`src/rtl/vid_crypt_seq.sv`:
```
module vid_crypt_seq #(
  parameter int PIX_W      = 24,
  parameter int IDX_W      = 16,
  parameter int CTL_MIN    = 8,
  parameter int REKEY_CLKS = 56,
  parameter int UPD_LOG2   = 7
) (
  input  logic             clk,
  input  logic             rst_n,
  input  logic             auth_ok,
  input  logic             de,
  input  logic             hsync,
  input  logic             vsync,
  input  logic             ctl3,
  input  logic [PIX_W-1:0] pix_in,
  input  logic [PIX_W-1:0] ks_data,
  input  logic             fk_done,
  output logic             fk_start,
  output logic             stream_en,
  output logic             rekey_en,
  output logic [PIX_W-1:0] pix_out,
  output logic [IDX_W-1:0] frame_idx,
  output logic             resp_upd,
  output logic [2:0]       state_o
);
  localparam int CW = $clog2(CTL_MIN + 1);
  localparam int RW = $clog2(REKEY_CLKS + 1);

  typedef enum logic [2:0] {
    S_IDLE = 3'd0, S_FKEY = 3'd1, S_CRYPT = 3'd2,
    S_UBLK = 3'd3, S_HBLK = 3'd4, S_VBLK = 3'd5
  } st_t;

  st_t st, nxt;
  logic [CW-1:0] ctl_cnt;
  logic [RW-1:0] rk_cnt;
  logic de_q, key_rdy;
  logic [IDX_W-1:0] idx_inc;

  wire de_rise  = de & ~de_q;
  wire de_fall  = ~de & de_q;
  wire ctl_hit  = ctl3 && (ctl_cnt == CW'(CTL_MIN - 1));
  wire fk_enter = (nxt == S_FKEY) && (st != S_FKEY);
  wire enc_px   = de && auth_ok && ((st == S_CRYPT) || (nxt == S_CRYPT));

  assign idx_inc   = frame_idx + 1'b1;
  assign stream_en = enc_px;
  assign rekey_en  = (rk_cnt != '0);
  assign state_o   = st;

  always_comb begin
    nxt = st;
    if (!auth_ok) nxt = S_IDLE;
    else case (st)
      S_IDLE:  if (ctl_hit) nxt = S_FKEY;
      S_FKEY:  if (de_rise) nxt = (key_rdy || fk_done) ? S_CRYPT : S_IDLE;
      S_CRYPT: if (de_fall) nxt = S_UBLK;
      S_UBLK: begin
        if (ctl_hit)    nxt = S_FKEY;
        else if (vsync) nxt = S_VBLK;
        else if (hsync) nxt = S_HBLK;
      end
      S_HBLK: begin
        if (ctl_hit)      nxt = S_FKEY;
        else if (vsync)   nxt = S_VBLK;
        else if (de_rise) nxt = S_CRYPT;
      end
      S_VBLK: begin
        if (ctl_hit)      nxt = S_FKEY;
        else if (de_rise) nxt = S_IDLE;
      end
      default: nxt = S_IDLE;
    endcase
  end

  always_ff @(posedge clk) begin
    if (!rst_n) begin
      st        <= S_IDLE;
      de_q      <= 1'b0;
      ctl_cnt   <= '0;
      key_rdy   <= 1'b0;
      rk_cnt    <= '0;
      frame_idx <= '0;
      resp_upd  <= 1'b0;
      fk_start  <= 1'b0;
      pix_out   <= '0;
    end else begin
      st       <= nxt;
      de_q     <= de;
      fk_start <= fk_enter;
      pix_out  <= enc_px ? (pix_in ^ ks_data) : pix_in;

      if (!ctl3)                        ctl_cnt <= '0;
      else if (ctl_cnt != CW'(CTL_MIN)) ctl_cnt <= ctl_cnt + 1'b1;

      if (fk_enter)                      key_rdy <= 1'b0;
      else if (st == S_FKEY && fk_done)  key_rdy <= 1'b1;

      if (!auth_ok)                    rk_cnt <= '0;
      else if (st == S_CRYPT && de_fall) rk_cnt <= RW'(REKEY_CLKS);
      else if (rk_cnt != '0)           rk_cnt <= rk_cnt - 1'b1;

      resp_upd <= 1'b0;
      if (!auth_ok) frame_idx <= '0;
      else if (fk_enter) begin
        frame_idx <= idx_inc;
        resp_upd  <= (idx_inc[UPD_LOG2-1:0] == '0);
      end
    end
  end
endmodule

```
`config.mk`:
```
export PLATFORM = sky130hd
export DESIGN_NAME = vid_crypt_seq
export DESIGN_NICKNAME = d
export VERILOG_FILES = /design/src/rtl/vid_crypt_seq.sv
export SDC_FILE = /design/constraint.sdc
export NUM_CORES = 1
export LEC_CHECK = 0
export BUFFER_PORTS_ARGS = -buffer_cell sky130_fd_sc_hd__buf_2
export CORE_ASPECT_RATIO = 1.5
export CORE_MARGIN = 3
export CORE_UTILIZATION = 45
export CTS_CLUSTER_SIZE = 16
export DETAILED_ROUTE_END_ITERATION = 8
export GPL_TIMING_DRIVEN = 0
export PLACE_DENSITY = 0.74
export SYNTH_ARGS = -nofsm -noshare
export SYNTH_HDL_FRONTEND = slang
export SYNTH_SLANG_ARGS = --single-unit
```
`constraint.sdc`:
```
create_clock -name clk -period 2.16 [get_ports clk]
set_input_delay 0.324 -clock clk [delete_from_list [all_inputs] [get_ports clk]]
set_output_delay 0.324 -clock clk [all_outputs]
set_load 0.02 [all_outputs]
```
---- Yosys cells after proc, flatten, opt, wreduce, memory -nomap -nowiden ----
Cells that the tools add are included.
storage, ports and cells
  register bits ........................... 57
  memories kept ........................... 0
  bits in latches ......................... 0
  bits of input ports ..................... 56
  logic and storage cells ................. 64
  bits in writable memories ............... 0
  bits in read-only memories .............. 0
cells by class
  shifts and indexed selects .............. 0
  div/mod/pow operators ................... 0
  add/subtract/negate cells ............... 3
  bitwise logic cells ..................... 7
  order comparisons ....................... 0
  equality and inequality tests ........... 10
  mux-type cells .......................... 17
  reduce and logical (&&, ||, !) cells .... 17
  multipliers ............................. 0
operators by type and width
  cell                                                    number
  two-way mux 3 bit                                       12
  two-way mux 24 bit                                      1
  XOR 24 bit                                              1
  case mux 3 bit (6 select lines)                         1
  adder 16 x 1 -> 16 bit (second input constant)          1
  two-way mux 6 bit                                       2
  equality test 3 x 2 -> 1 bit (second input constant)    3
  zero test 7 bit                                         1
  equality test 3 x 1 -> 1 bit (second input constant)    2
  equality test 3 bit (second input constant)             2
  logical AND 1 bit                                       6
  nonzero test 6 bit                                      1
  subtractor 6 x 1 -> 6 bit (second input constant)       1
  adder 4 x 1 -> 4 bit (second input constant)            1
  equality test 4 x 3 -> 1 bit (second input constant)    1
  inequality test 4 bit (second input constant)           1
  inverter 1 bit                                          4
  AND reduction 2 bit                                     2
  zero test 3 bit                                         1
  inequality test 3 x 1 -> 1 bit (second input constant)  1
  AND reduction 3 bit                                     1
  OR reduction 3 bit                                      1
  bitwise AND 1 bit                                       2
  logical OR 1 bit                                        2
  other kinds (3)                                         3

---- Longest topological paths before layout ----
Gate-level depths: netlist of the first run.
  depth in word-level cells ............... 11
  gate-level depth with buffers ........... 9

---- Worst setup path after synthesis of the first run ----
Ideal clock, no wire load.
  path kind ............................... register to output
  start ................................... reg st[2] (netlist: state_o[2])
  end ..................................... out stream_en
  cell stages (with the launch flop) ...... 9
  arrival ................................. 2.115 ns
  buffers on the path ..................... 3
  slack ................................... -0.279 ns
  required time ........................... 1.836 ns
  cells stage by stage .................... dfxtp_1 > buf_2 > nand2b_1 > o32a_1 > o32a_1 > o21ai_1 > buf_2 > buf_2 > and2_1
between the ends
  longest elaborated chain between the ends .. 8
RTL lines
  item                                  RTL line  text
  start: declaration                    34        st_t st, nxt;
  start signal: assignment              88        st <= nxt;
  two-way mux 3 bit (on tied branches)  66, 61
  two-way mux 3 bit (on tied branches)  65, 60
  two-way mux 3 bit (on tied branches)  64, 59
  case mux 3 bit (6 select lines)       54        else case (st)
  two-way mux 3 bit                     53        if (!auth_ok) nxt = S_IDLE;
  equality test 3 x 2 -> 1 bit          44        wire enc_px = de && auth_ok && ((st == S_CRYPT) || (nxt == S_CRYPT));
  logical OR 1 bit (*)                  44
  logical AND 1 bit (*)                 44
  end: declaration                      19        output logic stream_en,
Mark *: on every way between the ends. The rest lies on a longest branch, timed or not.

---- Final worst setup path of the first run ----
  start ................................... reg st[1] (netlist: state_o[1])
  end ..................................... out stream_en
Same word-level chain as after synthesis.

==> results of run 1 <==
flip-flops by register name (all words and copies together), names as in the netlist:
register / cells
resp_upd: 1
fk_start: 1
pix_out: 24
state_o: 3
rk_cnt: 6
de_q: 1
frame_idx: 16
ctl_cnt: 4
key_rdy: 1
area by class of cell:
type | instances | area [um2]
fillers | 532 | 2100
multi-input cells | 230 | 1640
flip-flops and latches | 57 | 1160
repair buffers | 127 | 761
clock buffers | 11 | 141
inverters | 32 | 120
plain buffers | 15 | 108
well taps | 74 | 92.6
clock inverters | 5 | 53.8
power groups by stage:
stage / logic (mW) / registers, mW / clock network (mW)
2_1_floorplan: 0.525 / 1.22 / 0
3_3_place_gp: 0.740 / 1.20 / 0
3_5_place_dp: 0.760 / 1.20 / 0
4_1_cts: 0.771 / 1.18 / 1.02
5_1_grt: 0.874 / 1.19 / 1.06
6_report: 0.778 / 1.18 / 1.00
per-layer routing:
layer | wire length, um | up-vias
li1 | - | 1505
met4 | 175 | 0
met2 | 4410 | 99
met3 | 535 | 13
met5 | 0 | -
met1 | 3110 | 1433
stage by stage:
stage	power [mW]	instance area (um2)	setup TNS (ns)	hold WS (ns)
floorplan	1.75	2910	-0.217	0.446
global placement	1.94	3510	-6.20	0.458
detailed placement	1.96	3510	-7.69	0.477
CTS	2.96	4040	-2.53	0.272
global route	3.12	4080	-4.15	0.319
finish	2.96	4080	-1.63	0.314
cell usage in the layout, fill, tap and decap left out, types with 5 or more instances in the layout:
cell type and count:
buf_2 102, dfxtp_1 52, inv_1 32, a31oi_1 26
and4_1 24, o21a_1 24, nand2_1 16, nor2_1 16
buf_4 16, a21oi_1 15, clkbuf_8 11, clkbuf_1 10
buf_6 10, nand3_1 10, nor2b_1 7, or3_1 7
xnor2_1 6, o31ai_1 6, and2_1 5, a21oi_2 5
or4_1 5
logic make-up after synthesis:
family	count (synthesis)
adders and majority gates	5
muxes	2
buffers and inverters	51
DFF	57
and+or+nand+nor	119
AOI/OAI and AO/OA	96
xor gates and xnor gates	8
worst max-delay path: stages (launching register included):
cell and delay [ns]:
dfxtp_4 0.36, nand2b_4 0.14, o32a_1 0.34, o32a_1 0.39
o21ai_2 0.20, buf_6 0.13, and2_4 0.13, buf_6 0.11
repair_timing:
| item | CTS | global route |
|---|---|---|
| endpoints found under the setup margin | 43 | 43 |
| buffers inserted | 22 | 5 |
| pin swaps | 27 | 15 |
| gates cloned | 3 | 1 |
| resized for setup | 38 | 18 |
| hold buffers | 0 | 0 |
synth_stat cells (all sizes together) (8+ instances only):
library cell / instances
nor2: 16
and4: 24
clkbuf: 12
or4: 8
o21a: 24
o21ai: 9
inv: 32
nand3: 10
nand2: 16
dfxtp: 57
a31oi: 26
a21oi: 20
or3: 9
worst paths after layout:
check	from	to	slack, ns	cells past startpoint
worst min-delay path	fk_done	key_rdy$_SDFFE_PP0P_	0.31	3
worst min register to register	frame_idx[15]$_SDFFE_PN0P_	frame_idx[15]$_SDFFE_PN0P_	0.48	2
worst max register to register	state_o[2]$_SDFF_PN0_	frame_idx[8]$_SDFFE_PN0P_	-0.16	8
worst max-delay path	state_o[1]$_SDFF_PN0_	stream_en	-0.29	7
==> results.sh, run 1 <==
export IMPL_utilization_pct=66.0
export IMPL_grt_use_met1_pct=23.8
export IMPL_synth_xor_area_share_pct=2.45
export IMPL_synthDistinctLibCells=40
export IMPL_top_usage_layer="met2"
export IMPL_synth_top_family_by_area="simple AND/OR/NAND/NOR gates"
export IMPL_required_ns=1.84
export IMPL_swShare_pct=31.7
export IMPL_p_switching_uw=936
export IMPL_dpl_hpwl_um=5630
export IMPL_cts_buffers=9
export IMPL_worst_slack_ns=-0.295
export IMPL_rsz0062_at_grt="true"
export IMPL_synth_cells=338
export IMPL_dp_cells=514
export IMPL_fin_skew_ns=0.0146
export IMPL_synthesis_area_mm2=0.00286
export IMPL_grt_pass1_wl_um=13500
export IMPL_synthSimpleGateAreaFrac_pct=25.7
export IMPL_grt_overflow_total=0
export IMPL_ios=103
export IMPL_max_slew_margin_rel_pct=67.3
export IMPL_synth_top_area_share_pct=39.9
export IMPL_synth_mux_area_share_pct=0.699
export IMPL_drtAntennaViolNets=0
export IMPL_path_max_fanout=5
export IMPL_ys_seq_elements=57
export IMPL_place_congestion=0.834
export IMPL_cts_tree="done"
export IMPL_p_seq_share_pct=39.8
export IMPL_synth_compound_area_share_pct=22.1
export IMPL_ir_drop_mv=0.532
export IMPL_ys_warn_count=0
export IMPL_worstMarginPinSlew_ns=0.491
export IMPL_p_int_mw=2.02
export IMPL_drt_total_wl_um=8230
export IMPL_htree_num_levels=3
export IMPL_synth_async_reset_ratio_pct=0
export IMPL_dr_total_vias=3050
export IMPL_synth_avg_cell_area_um2=8.47
export IMPL_worstSkewPairLatency_ns=0.35
export IMPL_ys_flop_type="dfxtp_1"
export IMPL_clock_sinks=57
export IMPL_finalCritPeriodShare_pct=114
export IMPL_wl_per_cell_um=14.9
export IMPL_core_area_mm2=0.00617
export IMPL_fmax_mhz=407
export IMPL_ys_seq_area_share_pct=39.9
export IMPL_die_w_um=71.1
export IMPL_syn_to_final_growth_pct=42.4
export IMPL_pwr_share_clk_pct=33.9
export IMPL_die_h_um=104
export IMPL_worst_setup_path_end_kind="output pin"
export IMPL_violations="negative setup slack"
export IMPL_hp_class="input pin to flip-flop"
export IMPL_power_density_mw_per_mm2=725
export IMPL_clockBufferDepth=2
export IMPL_stdcell_count=551
export IMPL_numPortBuffers=102
export IMPL_vias_per_cell=5.54
export IMPL_drt_iter0_drc=267
export IMPL_diodes=0
export IMPL_grt_use_met3_pct=6.31
export IMPL_antenna_found_initial=0
export IMPL_grt_usage_pct=22.6
export IMPL_std_cell_rows=35
export IMPL_fin_nets=533
export IMPL_ctsRootBufferMaster="clkbuf_8"
export IMPL_critical_path_class="flip-flop to output pin"
export IMPL_drcViolationCount=0
export IMPL_p_leak_nw=1.84
export IMPL_maxCapViolations=0
export IMPL_pwr_share_comb_pct=26.3
export IMPL_cp_arrival_ns=2.13
export IMPL_grtUsageMet2_pct=41.0
export IMPL_synth_edf_count=0
export IMPL_startpoint_type="flip-flop"
export IMPL_grt_max_degree=11
export IMPL_grt_pass1_vias=3039
export IMPL_report_final_hold_viol_count=0
export IMPL_outcome="finished with violations"
export IMPL_synth_fa_ha_area_share_pct=2.19
export IMPL_drive_gt1_share_pct=37.3
export IMPL_start_util_pct=46.4
export IMPL_path_clk_slew_ns=0.07
export IMPL_ys_top_cells_by_area="dfxtp_1 (40%), and4_1 (7.3%), o21a_1 (6.3%)"
export IMPL_period_minus_slack_ns=2.45
export IMPL_preCtsSetupSlack_ns=-0.371
export IMPL_drv_slew=0
export IMPL_setup_viol=16
export IMPL_floorplan_die_area_mm2=0.00737
export IMPL_yosysTopAreaCell="dfxtp_1"
export IMPL_drt_pre_antenna_iters=4
export IMPL_synth_net_count=399
Power figures use the tool's default switching activity.
==> inputs of run 2 (changes only) <==
--- a/config.mk
+++ b/config.mk
@@ -8,11 +8,11 @@
 export BUFFER_PORTS_ARGS = -buffer_cell sky130_fd_sc_hd__buf_2
 export CORE_ASPECT_RATIO = 1.5
 export CORE_MARGIN = 3
-export CORE_UTILIZATION = 45
+export CORE_UTILIZATION = 53
 export CTS_CLUSTER_SIZE = 16
 export DETAILED_ROUTE_END_ITERATION = 8
 export GPL_TIMING_DRIVEN = 0
-export PLACE_DENSITY = 0.74
+export PLACE_DENSITY = 0.83
 export SYNTH_ARGS = -nofsm -noshare
 export SYNTH_HDL_FRONTEND = slang
 export SYNTH_SLANG_ARGS = --single-unit
==> constraint.sdc (replaced) <==
create_clock -name clk -period 3.19 [get_ports clk]
set_input_delay 0.4785 -clock clk [delete_from_list [all_inputs] [get_ports clk]]
set_output_delay 0.4785 -clock clk [all_outputs]
set_load 0.02 [all_outputs]
==> results.sh, run 2 (synthesis gave the netlist of run 1 again) <==
export IMPL_hp_class="input pin to flip-flop"
export IMPL_worst_setup_path_end_kind="output pin"
export IMPL_drcViolationCount=0
export IMPL_slowest_stage="o32a_1"
export IMPL_grt_pass1_vias=2916
export IMPL_finalCritPeriodShare_pct=95.0
export IMPL_clock_sinks=57
export IMPL_drt_pre_antenna_iters=4
export IMPL_cts_buffers=9
export IMPL_reg2reg_slack_ns=0.68
export IMPL_cts_tree="done"
export IMPL_grt_use_met3_pct=5.37
export IMPL_worstPathCellList="buf_2 -> nand2b_1 -> o32a_1 -> o32a_1 -> o21ai_2 -> buf_4 -> buf_4 -> and2_1 -> buf_2"
export IMPL_maxCapViolations=0
export IMPL_std_cell_rows=32
export IMPL_grt_overflow_total=0
export IMPL_rsz0062_at_grt="false"
export IMPL_path_max_fanout=10
export IMPL_final_area_mm2=0.00368
export IMPL_final_cell_mix="buf_2 (107), dfxtp_1 (57), inv_1 (32), a31oi_1 (26)"
export IMPL_syn_to_final_growth_pct=28.6
export IMPL_worstMarginPinSlew_ns=0.478
export IMPL_setup_viol=0
export IMPL_whs_path_depth=2
export IMPL_utilization_pct=71.3
export IMPL_worstSkewPairLatency_ns=0.33
export IMPL_critical_path_class="flip-flop to output pin"
export IMPL_drtAntennaViolNets=0
export IMPL_critPathBufInv=4
export IMPL_largest_reg_flops=24
export IMPL_die_w_um=66.0
export IMPL_vias_per_cell=5.65
export IMPL_floorplan_die_area_mm2=0.00634
export IMPL_rr_endpoint="frame_idx[3]$_SDFFE_PN0P_"
export IMPL_startpoint_type="flip-flop"
export IMPL_holdBufCountCts=0
export IMPL_grt_use_met1_pct=24.8
export IMPL_clockBufferDepth=2
export IMPL_p_leak_nw=1.68
export IMPL_grt_max_degree=11
export IMPL_power_density_mw_per_mm2=546
export IMPL_drt_iter0_drc=88
export IMPL_r2r_start="state_o[1]$_SDFF_PN0_"
export IMPL_layout_commonest_cell="buf_2"
export IMPL_largest_register="pix_out"
export IMPL_ir_drop_mv=0.331
export IMPL_numPortBuffers=102
export IMPL_fin_setup_tns_ns=0
export IMPL_dpl_hpwl_um=5540
export IMPL_wl_per_cell_um=14.0
export IMPL_drt_total_wl_um=7330
export IMPL_report_final_hold_viol_count=0
export IMPL_cp_arrival_ns=2.55
export IMPL_drv_slew=0
export IMPL_fin_skew_ns=0.00357
export IMPL_grtUsageMet2_pct=45.9
export IMPL_ctsRootBufferMaster="clkbuf_8"
export IMPL_outcome="completed"
export IMPL_ios=103
export IMPL_htree_num_levels=3
export IMPL_place_congestion=0.822
export IMPL_fin_nets=513
export IMPL_path_clk_slew_ns=0.06
export IMPL_reg_top3="pix_out x24, frame_idx x16, rk_cnt x6"
export IMPL_fmax_mhz=330
export IMPL_diodes=0
export IMPL_grt_pass1_wl_um=12200
export IMPL_cp_top_family="compound AO/OA/AOI/OAI gates"
export IMPL_placed_area_mm2=0.00346
export IMPL_stdcell_count=525
export IMPL_core_area_mm2=0.00516
export IMPL_period_minus_slack_ns=3.03
export IMPL_fill_cells=432
export IMPL_min_to="de_q$_SDFF_PN0_"
export IMPL_antenna_found_initial=0
export IMPL_max_slew_margin_rel_pct=68.2
export IMPL_grt_usage_pct=24.4
export IMPL_min_from="de"
export IMPL_top_usage_layer="met2"
export IMPL_required_ns=2.71
export IMPL_die_h_um=96.0
export IMPL_r2r_cells=8
export IMPL_drive_gt1_share_pct=28.2
export IMPL_dp_cells=508
export IMPL_slowest_delay_ns=0.40
export IMPL_dr_total_vias=2968
export IMPL_start_util_pct=55.4
==> run 2: metal layers <==
layer | wire, um | share of wire (%)
met5 | 0 | 0
met4 | 165 | 2.3
met3 | 530 | 7.2
met2 | 3870 | 53
met1 | 2770 | 38
==> run 2: how the worst max path moves through the flow <==
stage / cells after the start / start / end / slack, ns
final: 9 / state_o[1]$_SDFF_PN0_ / stream_en / 0.16
after CTS: 9 / state_o[1]$_SDFF_PN0_ / stream_en / 0.03
after global placement: 9 / de / stream_en / 0.18
after global routing: 9 / ctl_cnt[0]$_SDFFE_PN0P_ / stream_en / 0.03
after floorplan: 8 / state_o[2]$_SDFF_PN0_ / stream_en / 0.60
after detailed placement: 9 / de / stream_en / 0.15
==> run 2: final cells by class <==
class / count / area (um2) / share of cell area [%]
buffer: 19 / 85.1 / 2.31
clock buffer: 14 / 173 / 4.69
clock inverter: 2 / 35.0 / 0.951
inverter: 32 / 120 / 3.26
multi-input combinational: 230 / 1530 / 41.4
sequential: 57 / 1140 / 31.0
tap: 68 / 85.1 / 2.31
timing repair buffer: 103 / 518 / 14.1
==> run 2: power breakdown <==
group          total [mW]  internal [mW]  switching (mW)
Combinational       0.511          0.222           0.289
Sequential          0.801          0.765          0.0355
Clock               0.697          0.424           0.273
Total                2.01           1.41           0.598
==> run 2: what timing repair did <==
action,4_1_cts,5_1_grt
gates resized for setup,1,4
setup buffers,0,1
endpoints found under the setup margin,1,1
pin swaps,0,1
cloned,0,0
==> run 2: through the flow <==
stage / hold slack, ns / setup WS, ns / power, mW
2_1_floorplan: 0.475 / 0.597 / 1.18
3_3_place_gp: 0.460 / 0.178 / 1.31
3_5_place_dp: 0.471 / 0.154 / 1.33
4_1_cts: 0.428 / 0.0280 / 2.03
5_1_grt: 0.476 / 0.0290 / 2.12
6_report: 0.440 / 0.161 / 2.01
